File: src/rtl/ia_seq_pkg.sv
package ia_seq_pkg;

  typedef enum logic [1:0] {
    M_READ     = 2'b00,
    M_WRITE    = 2'b01,
    M_MODIFY   = 2'b10,
    M_READ_ALT = 2'b11
  } ia_mode_e;

  typedef enum logic [2:0] {
    ST_IDLE,
    ST_PTR_LO,
    ST_PTR_HI,
    ST_DUMMY,
    ST_EFF_RD,
    ST_WR_BACK,
    ST_WR_FINAL,
    ST_DONE
  } ia_state_e;

endpackage

File: src/rtl/ia_index_adder.sv
module ia_index_adder #(
  parameter int DATA_W = 8
) (
  input  logic [DATA_W-1:0] ptr,
  input  logic [DATA_W-1:0] base_lo,
  input  logic [DATA_W-1:0] base_hi,
  input  logic [DATA_W-1:0] y_val,
  output logic [DATA_W-1:0] ptr_inc,
  output logic [DATA_W-1:0] idx_lo,
  output logic [DATA_W-1:0] hi_fixed,
  output logic              carry
);

  // Pointer increment wraps inside page zero by width truncation.
  always_comb begin
    ptr_inc           = ptr + {{(DATA_W-1){1'b0}}, 1'b1};
    {carry, idx_lo}   = {1'b0, base_lo} + {1'b0, y_val};
    hi_fixed          = base_hi + {{(DATA_W-1){1'b0}}, carry};
  end

endmodule

File: src/rtl/ia_seq_ctrl.sv
module ia_seq_ctrl
  import ia_seq_pkg::*;
(
  input  logic      clk,
  input  logic      rst_n,
  input  logic      start,
  input  logic      is_write,
  input  logic      is_modify,
  input  logic      carry,
  output ia_state_e state,
  output logic      accept,
  output logic      irq_sample,
  output logic      done
);

  ia_state_e state_d;
  logic      need_dummy;

  assign need_dummy = is_write | is_modify | carry;
  assign accept     = (state == ST_IDLE) & start;

  always_comb begin
    state_d = state;
    unique case (state)
      ST_IDLE:     if (start) state_d = ST_PTR_LO;
      ST_PTR_LO:   state_d = ST_PTR_HI;
      ST_PTR_HI:   state_d = need_dummy ? ST_DUMMY : ST_EFF_RD;
      ST_DUMMY:    state_d = is_write ? ST_WR_FINAL : ST_EFF_RD;
      ST_EFF_RD:   state_d = is_modify ? ST_WR_BACK : ST_DONE;
      ST_WR_BACK:  state_d = ST_WR_FINAL;
      ST_WR_FINAL: state_d = ST_DONE;
      ST_DONE:     state_d = ST_IDLE;
      default:     state_d = ST_IDLE;
    endcase
  end

  always_ff @(posedge clk or negedge rst_n) begin
    if (!rst_n) state <= ST_IDLE;
    else        state <= state_d;
  end

  // Strobe in the cycle before the last access of the sequence.
  always_comb begin
    irq_sample = ((state == ST_PTR_HI) & ~need_dummy) |
                 ((state == ST_DUMMY)  & ~is_modify)  |
                 (state == ST_WR_BACK);
    done       = (state == ST_DONE);
  end

  // a read without carry skips straight to the effective read
  a_r4_direct_read: assert property (@(posedge clk) disable iff (!rst_n)
    (state == ST_PTR_HI && !is_write && !is_modify && !carry) |=> (state == ST_EFF_RD));

endmodule

File: src/rtl/ind_idx_seq.sv
module ind_idx_seq
  import ia_seq_pkg::*;
#(
  parameter int DATA_W = 8
) (
  input  logic                  clk,
  input  logic                  rst_n,
  input  logic                  start,
  input  logic [1:0]            mode,
  input  logic [DATA_W-1:0]     y_index,
  input  logic [DATA_W-1:0]     zp_ptr,
  input  logic [DATA_W-1:0]     rd_data,
  input  logic [DATA_W-1:0]     mod_data,
  output logic [2*DATA_W-1:0]   bus_addr,
  output logic                  bus_rnw,
  output logic [DATA_W-1:0]     bus_wdata,
  output logic [DATA_W-1:0]     operand,
  output logic                  irq_sample,
  output logic                  done
);

  localparam int ADDR_W = 2 * DATA_W;
  localparam logic [DATA_W-1:0] ZERO_PAGE = '0;

  logic [1:0]        rst_sync_q;
  logic              rst_int_n;
  ia_state_e         state;
  logic              accept;
  logic              carry;
  logic              is_write, is_modify;
  ia_mode_e          mode_q;
  logic [DATA_W-1:0] ptr_q, y_q, base_lo_q, base_hi_q, operand_q;
  logic [DATA_W-1:0] ptr_inc, idx_lo, hi_fixed;
  logic              en_cap, en_lo, en_hi, en_op;

  // Asynchronous assertion, synchronous release.
  always_ff @(posedge clk or negedge rst_n) begin
    if (!rst_n) rst_sync_q <= 2'b00;
    else        rst_sync_q <= {rst_sync_q[0], 1'b1};
  end
  assign rst_int_n = rst_sync_q[1];

  assign is_write  = (mode_q == M_WRITE);
  assign is_modify = (mode_q == M_MODIFY);

  ia_seq_ctrl u_ctrl (
    .clk        (clk),
    .rst_n      (rst_int_n),
    .start      (start),
    .is_write   (is_write),
    .is_modify  (is_modify),
    .carry      (carry),
    .state      (state),
    .accept     (accept),
    .irq_sample (irq_sample),
    .done       (done)
  );

  ia_index_adder #(.DATA_W(DATA_W)) u_add (
    .ptr      (ptr_q),
    .base_lo  (base_lo_q),
    .base_hi  (base_hi_q),
    .y_val    (y_q),
    .ptr_inc  (ptr_inc),
    .idx_lo   (idx_lo),
    .hi_fixed (hi_fixed),
    .carry    (carry)
  );

  // Clock enables
  assign en_cap = accept;
  assign en_lo  = (state == ST_PTR_LO);
  assign en_hi  = (state == ST_PTR_HI);
  assign en_op  = (state == ST_EFF_RD);

  always_ff @(posedge clk or negedge rst_int_n) begin
    if (!rst_int_n) begin
      mode_q    <= M_READ;
      ptr_q     <= '0;
      y_q       <= '0;
      base_lo_q <= '0;
      base_hi_q <= '0;
      operand_q <= '0;
    end else begin
      if (en_cap) begin
        mode_q <= ia_mode_e'(mode);
        ptr_q  <= zp_ptr;
        y_q    <= y_index;
      end
      if (en_lo) base_lo_q <= rd_data;
      if (en_hi) base_hi_q <= rd_data;
      if (en_op) operand_q <= rd_data;
    end
  end

  always_comb begin
    bus_addr  = '0;
    bus_rnw   = 1'b1;
    bus_wdata = '0;
    unique case (state)
      ST_PTR_LO:   bus_addr = {ZERO_PAGE, ptr_q};
      ST_PTR_HI:   bus_addr = {ZERO_PAGE, ptr_inc};
      ST_DUMMY:    bus_addr = {base_hi_q, idx_lo};
      ST_EFF_RD:   bus_addr = {hi_fixed, idx_lo};
      ST_WR_BACK: begin
        bus_addr  = {hi_fixed, idx_lo};
        bus_rnw   = 1'b0;
        bus_wdata = operand_q;
      end
      ST_WR_FINAL: begin
        bus_addr  = {hi_fixed, idx_lo};
        bus_rnw   = 1'b0;
        bus_wdata = mod_data;
      end
      default: ;
    endcase
  end

  assign operand = operand_q;

  // the access after an accepted start lies in page zero and reads
  a_r1_zero_page_first: assert property (@(posedge clk) disable iff (!rst_int_n)
    (state == ST_IDLE && start) |=> (bus_addr[ADDR_W-1:DATA_W] == ZERO_PAGE && bus_rnw));

  // dummy read and following access share the indexed low byte
  a_r5_low_byte_kept: assert property (@(posedge clk) disable iff (!rst_int_n)
    (state == ST_DUMMY) |=> (bus_addr[DATA_W-1:0] == $past(bus_addr[DATA_W-1:0])));

  // writeback is followed by a second write at the same address
  a_r7_double_write: assert property (@(posedge clk) disable iff (!rst_int_n)
    (state == ST_WR_BACK) |=> (!bus_rnw && $stable(bus_addr)));

  // the sampling strobe leads done by two cycles
  a_r8_irq_before_last: assert property (@(posedge clk) disable iff (!rst_int_n)
    irq_sample |=> ##1 done);

  // done lasts one cycle
  a_r9_done_single: assert property (@(posedge clk) disable iff (!rst_int_n)
    done |=> !done);

  // read modes never drive a write
  a_r11_read_no_write: assert property (@(posedge clk) disable iff (!rst_int_n)
    (state != ST_IDLE && (mode_q == M_READ || mode_q == M_READ_ALT)) |-> bus_rnw);

endmodule

File: config.mk
export PLATFORM = sky130hd
export DESIGN_NAME = ind_idx_seq
export DESIGN_NICKNAME = d
export VERILOG_FILES = /design/src/rtl/ia_seq_pkg.sv /design/src/rtl/ia_index_adder.sv /design/src/rtl/ia_seq_ctrl.sv /design/src/rtl/ind_idx_seq.sv
export SDC_FILE = /design/constraint.sdc
export NUM_CORES = 1
export LEC_CHECK = 0
export ABC_AREA = 1
export BUFFER_PORTS_ARGS = -buffer_cell sky130_fd_sc_hd__buf_4
export CORE_MARGIN = 5
export CORE_UTILIZATION = 47
export DETAILED_ROUTE_END_ITERATION = 8
export PLACE_DENSITY = 0.69
export SYNTH_ARGS = -nofsm -noshare
export SYNTH_HDL_FRONTEND = slang
export SYNTH_SLANG_ARGS = --single-unit
File: constraint.sdc
create_clock -name clk -period 4.2 [get_ports clk]
set_clock_uncertainty 0.05 [all_clocks]
set_input_delay 0 -clock clk [delete_from_list [all_inputs] [get_ports clk]]
set_output_delay 0 -clock clk [all_outputs]
set_load 0.01 [all_outputs]
Word-level counts from Yosys, hierarchy flattened
Index checks and enable logic that the tools add are counted.
- output and inout bits: 35
- flip-flop bits (word level): 47
- input bits: 37
- word-level logic and storage cells: 41
- multiplexer cells: 8
- bitwise operators: 9
- $add $sub $neg: 3
- eq/ne operators: 10
- reductions and logical operators: 3
- operator list (cell ; count):
    $pmux 16 s4 ; 1
    $pmux 3 s8 ; 1
    $pmux 8 s2 ; 1
    $eq 3x3->1 const B ; 4
    $add 8x8->9 ; 1
    $add 8x1->8 ; 1
    $add 8x1->8 const B ; 1
    $eq 3x2->1 const B ; 2
    $mux 3 ; 2
    $mux 2 ; 2
    $or 1x1->1 ; 4
    $and 1x1->1 ; 3
    $eq 3x1->1 const B ; 1
    $logic_not 3->1 ; 1
    $reduce_or 3->1 ; 1
    $eq 2x1->1 const B ; 1
    $eq 2x2->1 const B ; 1
    $ne 2x2->1 const B ; 1
    $not 1->1 ; 2
    $reduce_or 2->1 ; 1
    $mux 1 ; 1

Longest topological paths before layout
- depth after elaboration: 7
- gate-level depth with buffers: 16
- gate-level depth less buffers: 16

Hierarchy
Synthesis repeated with hierarchy kept, for this count alone.
- cells, all modules: 357
- area total of the unflattened synthesis: 2970.3 um^2
- modules (own cells, without submodules) (module ; instances ; seq. area each (um^2) ; area an instance (um^2) ; cells each):
    ind_idx_seq ; 1 ; 1101.1 ; 2165.8 ; 230
    ia_index_adder ; 1 ; 0.0 ; 599.3 ; 96
    ia_seq_ctrl ; 1 ; 75.1 ; 205.2 ; 31

Worst setup path after synthesis
No wires, ideal clock.
- kind: register to output
- start: register base_lo_q[0]
- end: output bus_addr[14]
- stages on the path, launching flop included: 17
- setup slack: 2015 ps
- arrival: 2135 ps
- buffers on the path: 0
- required time: 4150 ps
- cell sequence: dfrtp_1 ha_1 inv_1 fa_1 inv_1 nand2_1 nand2_1 nand2_1 nand2_1 ha_1 ha_1 nand2_1 inv_1 nand4_1 o21ai_0 nand2_1 nor2_1
- cells in the longest elaborated chain, start to end: 3
- RTL lines (what ; line ; RTL):
    start, declared ; ind_idx_seq.sv:32 ; logic [DATA_W-1:0] ptr_q, y_q, base_lo_q, base_hi_q, operand_q;
    start signal, assigned ; ind_idx_seq.sv:90 ; if (en_lo) base_lo_q <= rd_data;
    $add 8x8->9 ; ia_index_adder.sv:17 ; {carry, idx_lo} = {1'b0, base_lo} + {1'b0, y_val};
    $add 8x1->8 ; ia_index_adder.sv:18 ; hi_fixed = base_hi + {{(DATA_W-1){1'b0}}, carry};
    $pmux 16 s4 ; ind_idx_seq.sv:100 ; unique case (state)
    end, declared ; ind_idx_seq.sv:14 ; output logic [2*DATA_W-1:0] bus_addr,
No other way between the ends.

Final worst setup path
- start: register y_q[0]
- end: output bus_addr[14]
- cells in the longest elaborated chain, start to end: 3
- RTL lines (what ; line ; RTL):
    start, declared ; ind_idx_seq.sv:32 ;
    start signal, assigned ; ind_idx_seq.sv:88 ; y_q <= y_index;
    $add 8x8->9 ; ia_index_adder.sv:17 ;
    $add 8x1->8 ; ia_index_adder.sv:18 ;
    $pmux 16 s4 ; ind_idx_seq.sv:100 ;
No other way between the ends.

==> summary.md <==
| Metric | Value |
|---|---|
| Outcome | finished, final reports clean |
| PwrDens | 807 mW/mm2 |
| Reg area | 0.00118 mm2 |
| Multi-input logic area | 0.00143 mm2 |
| RSZ-0062 raised after global routing | false |
| Ports | 72 |
| Critical Path Slowest Stage Cell | fa_1 |
| Distinct cells, synth | 33 |
| H-tree depth | 2 |
| Vias in the first global route | 2759 |
| Placer Congestion | 0.860 |
| Via count | 2711 |
| Worst path max stage delay | 390 ps |
| Critical Path Source Type | flip-flop |
| Die ar. | 0.00769 mm2 |
| Syn-to-layout area delta | 35.2% |
| First-pass GRT wire length | 12700 um |
| CORE AREA | 0.00589 mm2 |
| Post-synth ARST share | 100% |
| VDD IR max | 0.000416 V |
| DRC Markers | 0 |
| #FFs+latches synth | 47 |
| Worst path arrival time | 2730 ps |
| Post-synthesis mux area share | 3.57% |
| Final slew viol count | 0 |
| Fill cells | 523 |
| Clk pin slew, worst setup/hold paths | 90 ps |
| Fmax | 360 MHz |
| Worst reg2reg setup slack | 2230 ps |
| Detailed-route wire length | 7400 um |
| Die span in x | 87.7 um |
| Initial cell density of the core | 48.2% |
| Synth area leader | dfrtp_1 |
| Largest net degree at the start of global routing | 46 |
| CP cell instances | ha_1, inv_1, fa_1, inv_1, nand2_1, nand2_1, nand2_1, nand2_1, ha_1, ha_1, nand2_1, inv_1, nand4_1, o21ai_0, nand2_1, nor2_1, buf_4 |
| Post_cts resized | 0 |
| GRT Total Usage | 20.9% |
| Crit path time final | 2780 ps |
| Hold Path End | bus_wdata[5] |
| Final setup violation count | 0 |
| Top delay family on crit path | adder cells |
| Routed len/inst | 13.7 um |
| Synth Area in Compound Gates | 12.7% |
| Crit Path Class | flip-flop to primary output |
| Average cell area after synthesis | 7.77 um2 |
| Number of vias per cell | 5.01 |
| Slew margin rel. | 34.3% |
| Post-synthesis sequential area ratio | 41.5% |
| Cells after Synth | 365 |
| Grt total ovfl | 0 |
| Cell Area, Synth | 0.00284 mm2 |
| Clock root buffer | clkbuf_8 |
| Post-layout util | 65.1% |
| Most used cell along the critical path | nand2_1 |
| R2r startpoint | u_ctrl.state[2] |
| CTS tree | yes |
| Port bufs | 71 |
| Post-DP HPWL | 5320 um |
| Hold path startpoint | mod_data[5] |
| Post-Synth Simple-Gate Area | 27.0% |
| Layout cells sized above 1 | 22.1% |
| Synthesized-area fraction occupied by adder cells | 6.44% |
| Routed Antenna Nets | 0 |
| Hold Crit Depth | 3 |
| Final Net Count | 516 |
| Clk sink count | 47 |
| CP required | 4150 ps |
| Dominant cells by area after synthesis | dfrtp_1 41%, nand2_1 13%, inv_1 6.4% |
| Depth of the most critical reg-to-reg path | 6 |
| Number of enable flip-flop cells after synthesis | 0 |
| Num CTS Buffers | 5 |
| Die Y | 87.7 um |
| FP Rows | 28 |
| P_leak | 2.01 nW |
| Initial antenna violation count | 0 |
| Primary FF master, synth | dfrtp_1 |
| Synthesis warning total | 0 |
| Max_cap viols | 0 |
| Largest family of logic cells by synthesized area | simple AND/OR/NAND/NOR gates |
| Worst skew pair latency | 300 ps |
| Slew @ Worst Pin | 985 ps |
| Synth top area share | 41.5% |
| Antenna Cells | 0 |
| Final Hold Fails | 0 |
| Mapped Nets | 416 |
| FF-to-FF End | base_hi_q[7] |
| Hold WC Path Type | primary input to primary output |
| Worst setup EP type | primary output |
| Setup TNS | 0 ps |
| CTS Buffer Depth | 2 |
| Drt first pass iters | 4 |
| Buffers and inverters on the worst path | 4 |
| Post-Synth XOR/XNOR Area | 0.618% |
| Iteration-0 DRC count of the detailed router | 119 |
| Tcrit/Tclk final | 66.1% |
| Crit Path Max Fanout | 3 |
==> metal layers <==
layer	routed length (um)	track usage, %	vias to the layer above
met2	3720	36.6	56
met5	0	0	-
met1	3280	26.5	1268
li1	-	-	1380
met3	323	3.86	7
met4	79	5.44	0
==> power by group <==
group	total, mW	switching [mW]	internal, mW
Clock	0.344	0.151	0.193
Combinational	1.87	1.04	0.828
Sequential	0.878	0.211	0.668
==> worst max path at each step <==
stage / from / endpoint / slack (ps) / cells after the start
5_1_grt: y_q[0] / bus_addr[14] / 1150 / 17
4_1_cts: base_lo_q[0] / bus_addr[14] / 1400 / 17
6_report: y_q[0] / bus_addr[14] / 1420 / 17
2_1_floorplan: base_lo_q[0] / bus_addr[14] / 2020 / 16
3_5_place_dp: y_q[0] / bus_addr[14] / 1760 / 17
3_3_place_gp: base_lo_q[0] / bus_addr[14] / 1850 / 17
==> worst register-to-register path, cell delays in order (launching register included) <==
cell and delay (ps):
dfrtp_1 470, inv_2 170, nand2_1 100, nor2_2 490
inv_1 360, nand2_1 150, o21ai_1 70
==> through the flow <==
step	power, mW	setup WS, ps	area [um2]	hold WS [ps]	std cells
2_1_floorplan	2.04	2020	2840	-346	365
3_3_place_gp	2.69	1850	3430	-267	504
3_5_place_dp	2.73	1760	3430	-266	504
4_1_cts	3.11	1400	3830	240	541
5_1_grt	3.40	1150	3830	251	541
6_report	3.09	1420	3830	239	541
==> layout make-up <==
class	count	area share, %
clock buffer	6	2.15
clock inverter	2	0.914
inverter	51	4.99
multi-input combinational	260	37.3
sequential	47	30.7
tap	75	2.45
timing repair buffer	100	21.5
==> cell usage in the layout, fill, tap and decap left out, types with 6 or more instances in the layout <==
master,synthesis,final
ha_1,13,13
nor2_1,30,30
nand3_1,24,24
clkbuf_8,0,6
a22o_1,9,9
dfrtp_1,47,46
o21ai_0,25,25
inv_1,48,48
dlygate4sd3_1,0,29
nand2_1,95,95
o21ai_1,6,6
a21oi_1,15,15
buf_4,0,71
mux2_2,7,7
==> Yosys cell counts, types with 4 or more instances <==
cell type	instances
nand3_1	24
inv_1	48
ha_1	13
nand4_1	4
mux2_2	7
nand2_1	95
o211ai_1	4
o21ai_1	6
dfrtp_1	47
a21oi_1	15
nor2_2	4
nor2_1	30
a22o_1	9
buf_2	4
o21ai_0	25
==> cells by family (layout without fill, tap and decap cells) <==
group / count (synthesis) / after routing
other: 1 / 1
AND/OR/NAND/NOR: 172 / 172
AO/OA/AOI/OAI: 62 / 62
buffers and inverters: 58 / 159
multiplexers: 9 / 9
flip-flops: 47 / 47
XOR/XNOR: 2 / 2
adder cells (fa/ha/maj): 14 / 14
==> flip-flops by register name, summed over array words and instances, names as in the netlist <==
signal and flops:
base_hi_q 8, base_lo_q 8, mode_q 2, operand 8
ptr_q 8, rst_sync_q 2, u_ctrl.state 3, y_q 8
==> repair_timing <==
item | in CTS | in global routing
hold buffers | 29 | 0
endpoints found under the hold margin | 43 | 0
setup buffers | 0 | 0
Power figures use the tool's default switching activity.
